`src/rtl/bitctl_pkg.sv`:
```
package bitctl_pkg;
    localparam int OP_W = 4;

    typedef enum logic [OP_W-1:0] {
        OP_NOPO = 4'h0, OP_LD   = 4'h1, OP_LDC  = 4'h2, OP_AND  = 4'h3,
        OP_ANDC = 4'h4, OP_OR   = 4'h5, OP_ORC  = 4'h6, OP_XNOR = 4'h7,
        OP_STO  = 4'h8, OP_STOC = 4'h9, OP_IEN  = 4'hA, OP_OEN  = 4'hB,
        OP_JMP  = 4'hC, OP_RTN  = 4'hD, OP_SKZ  = 4'hE, OP_NOPF = 4'hF
    } op_e;

    typedef enum logic [2:0] {
        LU_LD, LU_LDC, LU_AND, LU_ANDC, LU_OR, LU_ORC, LU_XNOR, LU_NONE
    } lu_fn_e;

    typedef struct packed {
        logic   lu_wr;
        lu_fn_e fn;
        logic   sto;
        logic   inv;
        logic   set_ien;
        logic   set_oen;
        logic   jmp;
        logic   rtn;
        logic   skz;
        logic   nopo;
        logic   nopf;
    } ctl_t;

    typedef enum logic [0:0] {S_RUN, S_SKIP} seq_e;
endpackage

```
`src/rtl/bitctl_decode.sv`:
```
module bitctl_decode
    import bitctl_pkg::*;
(
    input  logic [OP_W-1:0] op,
    output ctl_t            ctl
);
    always_comb begin
        ctl    = '0;
        ctl.fn = LU_NONE;
        case (op_e'(op))
            OP_NOPO: ctl.nopo = 1'b1;
            OP_LD:   begin ctl.lu_wr = 1'b1; ctl.fn = LU_LD;   end
            OP_LDC:  begin ctl.lu_wr = 1'b1; ctl.fn = LU_LDC;  end
            OP_AND:  begin ctl.lu_wr = 1'b1; ctl.fn = LU_AND;  end
            OP_ANDC: begin ctl.lu_wr = 1'b1; ctl.fn = LU_ANDC; end
            OP_OR:   begin ctl.lu_wr = 1'b1; ctl.fn = LU_OR;   end
            OP_ORC:  begin ctl.lu_wr = 1'b1; ctl.fn = LU_ORC;  end
            OP_XNOR: begin ctl.lu_wr = 1'b1; ctl.fn = LU_XNOR; end
            OP_STO:  ctl.sto = 1'b1;
            OP_STOC: begin ctl.sto = 1'b1; ctl.inv = 1'b1; end
            OP_IEN:  ctl.set_ien = 1'b1;
            OP_OEN:  ctl.set_oen = 1'b1;
            OP_JMP:  ctl.jmp = 1'b1;
            OP_RTN:  ctl.rtn = 1'b1;
            OP_SKZ:  ctl.skz = 1'b1;
            OP_NOPF: ctl.nopf = 1'b1;
            default: ctl.fn = LU_NONE;
        endcase
    end
endmodule

```
`src/rtl/bitctl_lu.sv`:
```
module bitctl_lu
    import bitctl_pkg::*;
(
    input  lu_fn_e fn,
    input  logic   d,
    input  logic   acc,
    output logic   res
);
    always_comb begin
        unique case (fn)
            LU_LD:   res = d;
            LU_LDC:  res = ~d;
            LU_AND:  res = acc & d;
            LU_ANDC: res = acc & ~d;
            LU_OR:   res = acc | d;
            LU_ORC:  res = acc | ~d;
            LU_XNOR: res = ~(acc ^ d);
            default: res = acc;
        endcase
    end
endmodule

```
`src/rtl/bitctl_core.sv`:
```
module bitctl_core
    import bitctl_pkg::*;
(
    input  logic            clk,
    input  logic            rst,
    input  logic [OP_W-1:0] opcode,
    input  logic            data_in,
    output logic            data_out,
    output logic            data_oe,
    output logic            write_strobe,
    output logic            jump_pulse,
    output logic            return_pulse,
    output logic            flag_o_pulse,
    output logic            flag_f_pulse,
    output logic            result
);
    ctl_t ctl;
    seq_e state_q, state_d;
    logic rr_q, ien_q, oen_q, lu_res, d_eff;
    logic dout_q, wr_q, jmp_q, rtn_q, fo_q, ff_q;

    bitctl_decode dec_i (.op(opcode), .ctl(ctl));

    assign d_eff = ien_q & data_in;

    bitctl_lu lu_i (.fn(ctl.fn), .d(d_eff), .acc(rr_q), .res(lu_res));

    // next-state logic
    always_comb begin
        unique case (state_q)
            S_RUN:  state_d = (ctl.rtn || (ctl.skz && !rr_q)) ? S_SKIP : S_RUN;
            S_SKIP: state_d = S_RUN;
            default: state_d = S_RUN;
        endcase
    end

    // state register
    always_ff @(negedge clk) begin
        if (rst) state_q <= S_RUN;
        else     state_q <= state_d;
    end

    // datapath and output registers
    always_ff @(negedge clk) begin
        if (rst) begin
            rr_q   <= 1'b0;
            ien_q  <= 1'b0;
            oen_q  <= 1'b0;
            dout_q <= 1'b0;
            wr_q   <= 1'b0;
            jmp_q  <= 1'b0;
            rtn_q  <= 1'b0;
            fo_q   <= 1'b0;
            ff_q   <= 1'b0;
        end else begin
            wr_q  <= 1'b0;
            jmp_q <= 1'b0;
            rtn_q <= 1'b0;
            fo_q  <= 1'b0;
            ff_q  <= 1'b0;
            unique case (state_q)
                S_RUN: begin
                    if (ctl.lu_wr)   rr_q  <= lu_res;
                    if (ctl.set_ien) ien_q <= data_in;
                    if (ctl.set_oen) oen_q <= data_in;
                    if (ctl.sto) begin
                        wr_q   <= oen_q;
                        dout_q <= rr_q ^ ctl.inv;
                    end
                    jmp_q <= ctl.jmp;
                    rtn_q <= ctl.rtn;
                    fo_q  <= ctl.nopo;
                    ff_q  <= ctl.nopf;
                end
                S_SKIP: ;
                default: ;
            endcase
        end
    end

    assign data_out     = dout_q;
    assign data_oe      = wr_q;
    assign write_strobe = wr_q;
    assign jump_pulse   = jmp_q;
    assign return_pulse = rtn_q;
    assign flag_o_pulse = fo_q;
    assign flag_f_pulse = ff_q;
    assign result       = rr_q;
endmodule

```
`config.mk`:
```
export PLATFORM = sky130hd
export DESIGN_NAME = bitctl_core
export DESIGN_NICKNAME = d
export VERILOG_FILES = /design/src/rtl/bitctl_pkg.sv /design/src/rtl/bitctl_decode.sv /design/src/rtl/bitctl_lu.sv /design/src/rtl/bitctl_core.sv
export SDC_FILE = /design/constraint.sdc
export NUM_CORES = 1
export LEC_CHECK = 0
export BUFFER_PORTS_ARGS = -buffer_cell sky130_fd_sc_hd__buf_2
export CORE_AREA = 5 5 42 44
export CTS_CLUSTER_DIAMETER = 200
export DETAILED_ROUTE_END_ITERATION = 6
export DIE_AREA = 0 0 47 49
export GPL_ROUTABILITY_DRIVEN = 0
export GPL_TIMING_DRIVEN = 0
export SLEW_MARGIN = 20
export SYNTH_ARGS = -nofsm -noshare
export SYNTH_HDL_FRONTEND = slang
export SYNTH_SLANG_ARGS = --single-unit
```
`constraint.sdc`:
```
create_clock -name clk -period 1.25 [get_ports clk]
set_clock_uncertainty 0.05 [all_clocks]
set_input_delay 0.125 -clock clk [delete_from_list [all_inputs] [get_ports clk]]
set_output_delay 0.125 -clock clk [all_outputs]
set_load 0.01 [all_outputs]
```
==> results of run 1 <==
[placed cells by master, fill, tap and decap left out]
cell and count:
nor2_1 8, and2b_1 2, buf_8 3, or3_4 1, buf_6 9, a221oi_2 1
mux2i_1 2, and3b_1 1, a21oi_2 1, mux2_4 1, o21ai_0 1, nor4_2 1
xnor2_1 1, dfxtp_1 5, dfxtp_4 1, clkbuf_4 3, nand3_1 4, nand2_4 1
a31oi_1 1, a21boi_0 1, inv_1 12, nor3_1 1, a211oi_1 1, dfxtp_2 4
a311o_1 1, nand2_1 1, buf_2 5, nor3b_4 1, a21oi_1 1, nand2b_1 1
buf_4 2
[final cells by class]
cell class / count / share of cell area
flip-flops and latches: 10 / 0.2845
clock inverters: 10 / 0.05111
repair buffers: 16 / 0.2027
plain buffers: 3 / 0.05111
well taps: 16 / 0.02726
multi-input cells: 34 / 0.3424
inverters: 2 / 0.01022
clock buffers: 3 / 0.03066
[worst register-to-register path, delay by kind of cell (launching register included)]
kind	cells	cell delay, ns
mux	1	0.25
flops	1	0.35
compound gates	2	0.37
buf+inv	1	0.13
simple gates	1	0.14
[state kept, by name (all words and copies together) (netlist names)]
signal and count:
data_oe 1, data_out 1, flag_f_pulse 1, flag_o_pulse 1, ien_q 1, jump_pulse 1
oen_q 1, result 1, return_pulse 1, state_q 1
[worst max-delay path by stage]
stage                         to  slack (ns)  depth (start not counted)
floorplan                 result       -0.39                          4
CTS                 write_strobe       -0.41                          2
global placement          result       -0.56                          5
finish              write_strobe       -0.40                          2
detailed placement        result       -0.57                          5
global route        write_strobe       -0.43                          2
[through the flow]
step | std cells | area, µm²
floorplan | 50 | 486.7
finish | 94 | 734.5
global placement | 79 | 571.8
global route | 94 | 734.5
CTS | 93 | 700.7
detailed placement | 79 | 571.8
[cell families (layout without fill, tap and decap cells)]
kind of cell / count (synthesis) / in the layout
buffers and inverters: 6 / 34
AND/OR/NAND/NOR: 22 / 22
multiplexers: 3 / 3
AO/OA/AOI/OAI: 8 / 8
XOR/XNOR: 1 / 1
flip-flops: 10 / 10
[where the power goes]
part / switching (mW) / internal (mW) / leakage [nW]
sequential: 0.00741 / 0.331 / 0.0837
combinational: 0.0536 / 0.0698 / 0.222
clock: 0.186 / 0.154 / 0.0671
total: 0.247 / 0.555 / 0.373
[routing by layer]
metal	vias to the layer above	global-route usage
li1	231	-
met1	208	0.1170
met2	17	0.1516
met3	4	0.04059
met4	0	0.1244
met5	-	0
[timing repair]
action | in CTS | in global routing
gates resized for setup | 14 | 7
endpoints found under the setup margin | 11 | 11
buffers inserted | 2 | 1
pin swaps | 3 | 4
==> impl_metrics.tcl, run 1 <==
set metrics [dict create \
    status "finished with violations" \
    failed_checks "setup timing" \
    synth_area_leader_cell "dfxtp_1" \
    async_flop_share 0 \
    drt_iter0_markers 12 \
    dp_slack_ns -0.5673 \
    cpPeakStageDelay_ns 0.31 \
    drt_pre_antenna_iters 4 \
    ys_warn_count 0 \
    setup_violations 9 \
    hold_depth 2 \
    cp_data_required_time_ns 1.08 \
    clock_latency_ns 0.34 \
    holdWs_ns 0.4367 \
    grt_start_max_net_pins 11 \
    antenna_found_initial 0 \
    numCtsBuffers 3 \
    synth_edf_count 0 \
    die-area_mm2 0.002303 \
    synth.most_common_cell "dfxtp_1" \
    wire_per_inst_um 10.90 \
    overflow 0 \
    cts.clk_slew.worst_paths_ns 0.03 \
    synthMuxAreaShare 0.07609 \
    remaining_drc_errors 0 \
    clock_path_buffers 2 \
    synth_fp_nets 57 \
    ys_ff_latch 10 \
    initial_core_util 0.3286 \
    crit_chain "buf_6 -> buf_6" \
    synthSimpleGateAreaFrac 0.2609 \
    mappedNetlistArea_um2 460.4 \
    grt_pass1_wl_um 1842 \
    maxUsedRoutingLayer "met4" \
    wl_met1_um 429 \
    vias_per_cell 4.894 \
    irDropWorstVdd_v 0.0004977 \
    max_cap_violations 0 \
    via_count 460 \
    holdPathEnd "oen_q" \
    fillers 148 \
    ios 15 \
    synth_area_leaders "dfxtp_1, nor2_1, mux2i_1" \
    max_slew_margin 0.8590 \
    synth-compound-area-share 0.1332 \
    drive_gt1_frac 0.4359 \
    power_density_mw_per_mm2 1092 \
    cts.sinks 10 \
    hold_viol 0 \
    post-route-util 0.5241 \
    synthAdderAreaFrac 0 \
    seq_area_um2 209.0 \
    multi_input_area_um2 251.5 \
    min_path_type "register to register" \
    area_growth_pct 59.51 \
    critPathLaunchType "register" \
    rr_startpoint "result" \
    finalSetupTns_ns -2.704 \
    worst-path-max-fanout 2 \
    fp.dieW_um 47 \
    ys_seq_area_frac 0.4348 \
    path_class "register to output port" \
    numPortBuffers 13 \
    hpwl_um 666.6 \
    startpoint "data_oe" \
    rr_worst_depth 5 \
    worstReg2RegEnd "result" \
    grt_pass1_vias 473 \
    ys_types 26 \
    synth_xor_xnor_area_share 0.01902 \
    finalPower_uw 801.7 \
    cts_hold_buf 0 \
    syn_inst 50 \
    worstHoldStart "oen_q" \
    routed_wl_um 1025 \
    cp.buffers_inverters 2 \
    endpoint_kind "output port" \
    crit_arrival_ns 1.47 \
    cts_tree "yes" \
    reg2reg_slack_ns -0.18 \
    met3_length_um 51 \
    synth_area_per_cell_um2 9.209 \
    yosysTopAreaCellShare 0.4348 \
    ys_top_cells_by_count "dfxtp_1, nor2_1, nand3_1" \
    cp_top_family "flip-flops" \
    die_h_um 49 \
    ant_nets 0 \
    wl_met2_um 508 \
    slew_viol_final 0 \
    core.rowCount 14 \
    root_buffer "clkbuf_4" \
    worst_pin_slew_ns 0.2096 \
    htree_levels 1 \
    rsz0062_at_grt "true" \
    setup_ws_ns -0.3961 \
    core_area_mm2 0.001401 \
    path_common_cell "buf_6" \
    grt_usage 0.1114 \
    yosys_most_used_dff "dfxtp_1" \
    cp_slowest_cell "dfxtp_2" \
    synth_top_family_by_area "simple AND/OR/NAND/NOR gates" \
    total_leakage_power_nw 0.3730 \
    fin_nets 87 \
    antenna_cells 0 \
]
(Power assumes the default switching activity.)
==> inputs of run 2 (changes only) <==
--- a/config.mk
+++ b/config.mk
@@ -7,11 +7,13 @@
 export LEC_CHECK = 0
 export BUFFER_PORTS_ARGS = -buffer_cell sky130_fd_sc_hd__buf_2
 export CORE_AREA = 5 5 42 44
+export CTS_BUF_LIST = sky130_fd_sc_hd__clkbuf_2
 export CTS_CLUSTER_DIAMETER = 200
 export DETAILED_ROUTE_END_ITERATION = 6
 export DIE_AREA = 0 0 47 49
 export GPL_ROUTABILITY_DRIVEN = 0
 export GPL_TIMING_DRIVEN = 0
+export PLACE_DENSITY = 0.71
 export SLEW_MARGIN = 20
 export SYNTH_ARGS = -nofsm -noshare
 export SYNTH_HDL_FRONTEND = slang
==> impl_metrics.tcl, run 2 (same netlist as run 1, synthesis figures left out) <==
set metrics [dict create \
    finalPower_uw 755.8 \
    path_class "register to output port" \
    cts_tree "yes" \
    final_cell_mix "inv_1, buf_6, nor2_1, dfxtp_1, buf_2" \
    die-area_mm2 0.002303 \
    failed_checks "setup timing" \
    finalInstanceArea_um2 760.7 \
    root_buffer "clkbuf_2" \
    seq_power_share 0.451 \
    worst_pin_slew_ns 0.3002 \
    cp.buffers_inverters 2 \
    cts.clk_slew.worst_paths_ns 0.04 \
    dpl-instance-area_um2 571.8 \
    cpPeakStageDelay_ns 0.31 \
    routed_wl_um 1163 \
    numCtsBuffers 3 \
    core.rowCount 14 \
    cp_data_required_time_ns 1.08 \
    max_cap_violations 0 \
    finalSetupTns_ns -2.655 \
    path_common_cell "buf_6" \
    drt_iter0_markers 13 \
    reg2reg_slack_ns -0.05 \
    power_switching_uw 245.0 \
    drt_pre_antenna_iters 6 \
    total_leakage_power_nw 0.3855 \
    dp_slack_ns -0.5838 \
    post-route-util 0.5429 \
    place_inst 79 \
    min_path_type "register to register" \
    hold_viol 0 \
    worst-path-max-fanout 2 \
    critPathLaunchType "register" \
    holdPathEnd "data_oe" \
    multi_input_area_um2 274.0 \
    rr_worst_depth 4 \
    vias_per_cell 4.990 \
    clock_path_buffers 2 \
    crit_arrival_ns 1.44 \
    antenna_cells 0 \
    antenna_found_initial 0 \
    clkPwrFrac 0.373 \
    status "finished with violations" \
    power_frac_comb 0.177 \
    holdWs_ns 0.4456 \
    worstReg2RegEnd "result" \
    seq_area_um2 209.0 \
    ios 15 \
    grt_usage 0.1065 \
    fp.dieW_um 47 \
    area_growth_pct 65.22 \
    remaining_drc_errors 0 \
    htree_levels 1 \
    grt_pass1_vias 489 \
    power_density_mw_per_mm2 993.5 \
    grt_start_max_net_pins 11 \
    overflow 0 \
    drive_gt1_frac 0.4875 \
    numPortBuffers 13 \
    slew_viol_final 0 \
    wire_per_inst_um 12.11 \
    rsz0062_at_grt "true" \
    crit_chain "buf_6 -> buf_6" \
    hold_depth 1 \
    worstHoldStart "oen_q" \
    cp_slowest_cell "dfxtp_2" \
    initial_core_util 0.3286 \
    die_h_um 49 \
    core_area_mm2 0.001401 \
    setup_violations 12 \
    final_common_cell "inv_1" \
    cp_top_family "flip-flops" \
    clock_latency_ns 0.29 \
    fillers 147 \
    ant_nets 0 \
    switching_share 0.3242 \
    via_count 479 \
    fin_nets 89 \
    setup_ws_ns -0.3642 \
    rr_startpoint "result" \
    path_depth 2 \
    cts.sinks 10 \
    irDropWorstVdd_v 0.0004803 \
    grt_pass1_wl_um 1787 \
    endpoint_kind "output port" \
    intPower_uw 510.8 \
    fin_cells 96 \
    max_slew_margin 0.7991 \
]
-- run 2: worst reg2reg max path: cells and delay by family (launching register included) --
kind               cells  cell delay (ns)
and+or+nand+nor        1             0.16
muxes                  1             0.25
AOI/OAI and AO/OA      2             0.35
DFF                    1             0.36
-- run 2: layout make-up --
| cell class | count | share of cell area |
|---|---|---|
| flip-flops and latches | 10 | 0.2747 |
| clock inverters | 10 | 0.04934 |
| inverters | 2 | 0.009868 |
| multi-input cells | 34 | 0.3602 |
| plain buffers | 3 | 0.04934 |
| repair buffers | 18 | 0.2105 |
| well taps | 16 | 0.02632 |
| clock buffers | 3 | 0.01974 |
-- run 2: worst max path at each step --
| stage | from | slack, ns | end |
|---|---|---|---|
| floorplan | opcode[1] | -0.39 | result |
| global placement | data_in | -0.54 | result |
| global route | data_oe | -0.39 | write_strobe |
| CTS | data_oe | -0.37 | write_strobe |
| detailed placement | opcode[1] | -0.58 | result |
| finish | data_oe | -0.36 | write_strobe |
-- run 2: power by group through the flow --
stage               Combinational, mW  Sequential [mW]  Clock (mW)
global placement               0.0916            0.342      0.0542
detailed placement             0.0941            0.343      0.0542
floorplan                      0.0594            0.345      0.0542
global route                    0.143            0.341       0.339
CTS                             0.117            0.340       0.290
finish                          0.134            0.341       0.282
-- run 2: timing repair --
item	4_1_cts	5_1_grt
hold buffers	0	0
setup endpoints to repair	13	15
setup buffers	3	2
gates resized for setup	17	7
pin swaps	7	9
-- run 2: layer usage --
| metal | GRT usage | share of wire | wire [µm] |
|---|---|---|---|
| met5 | 0 | 0 | 0 |
| met1 | 0.08609 | 0.37 | 433 |
| met4 | 0.09677 | 0.027 | 31 |
| met2 | 0.1787 | 0.55 | 635 |
| met3 | 0.04428 | 0.053 | 62 |
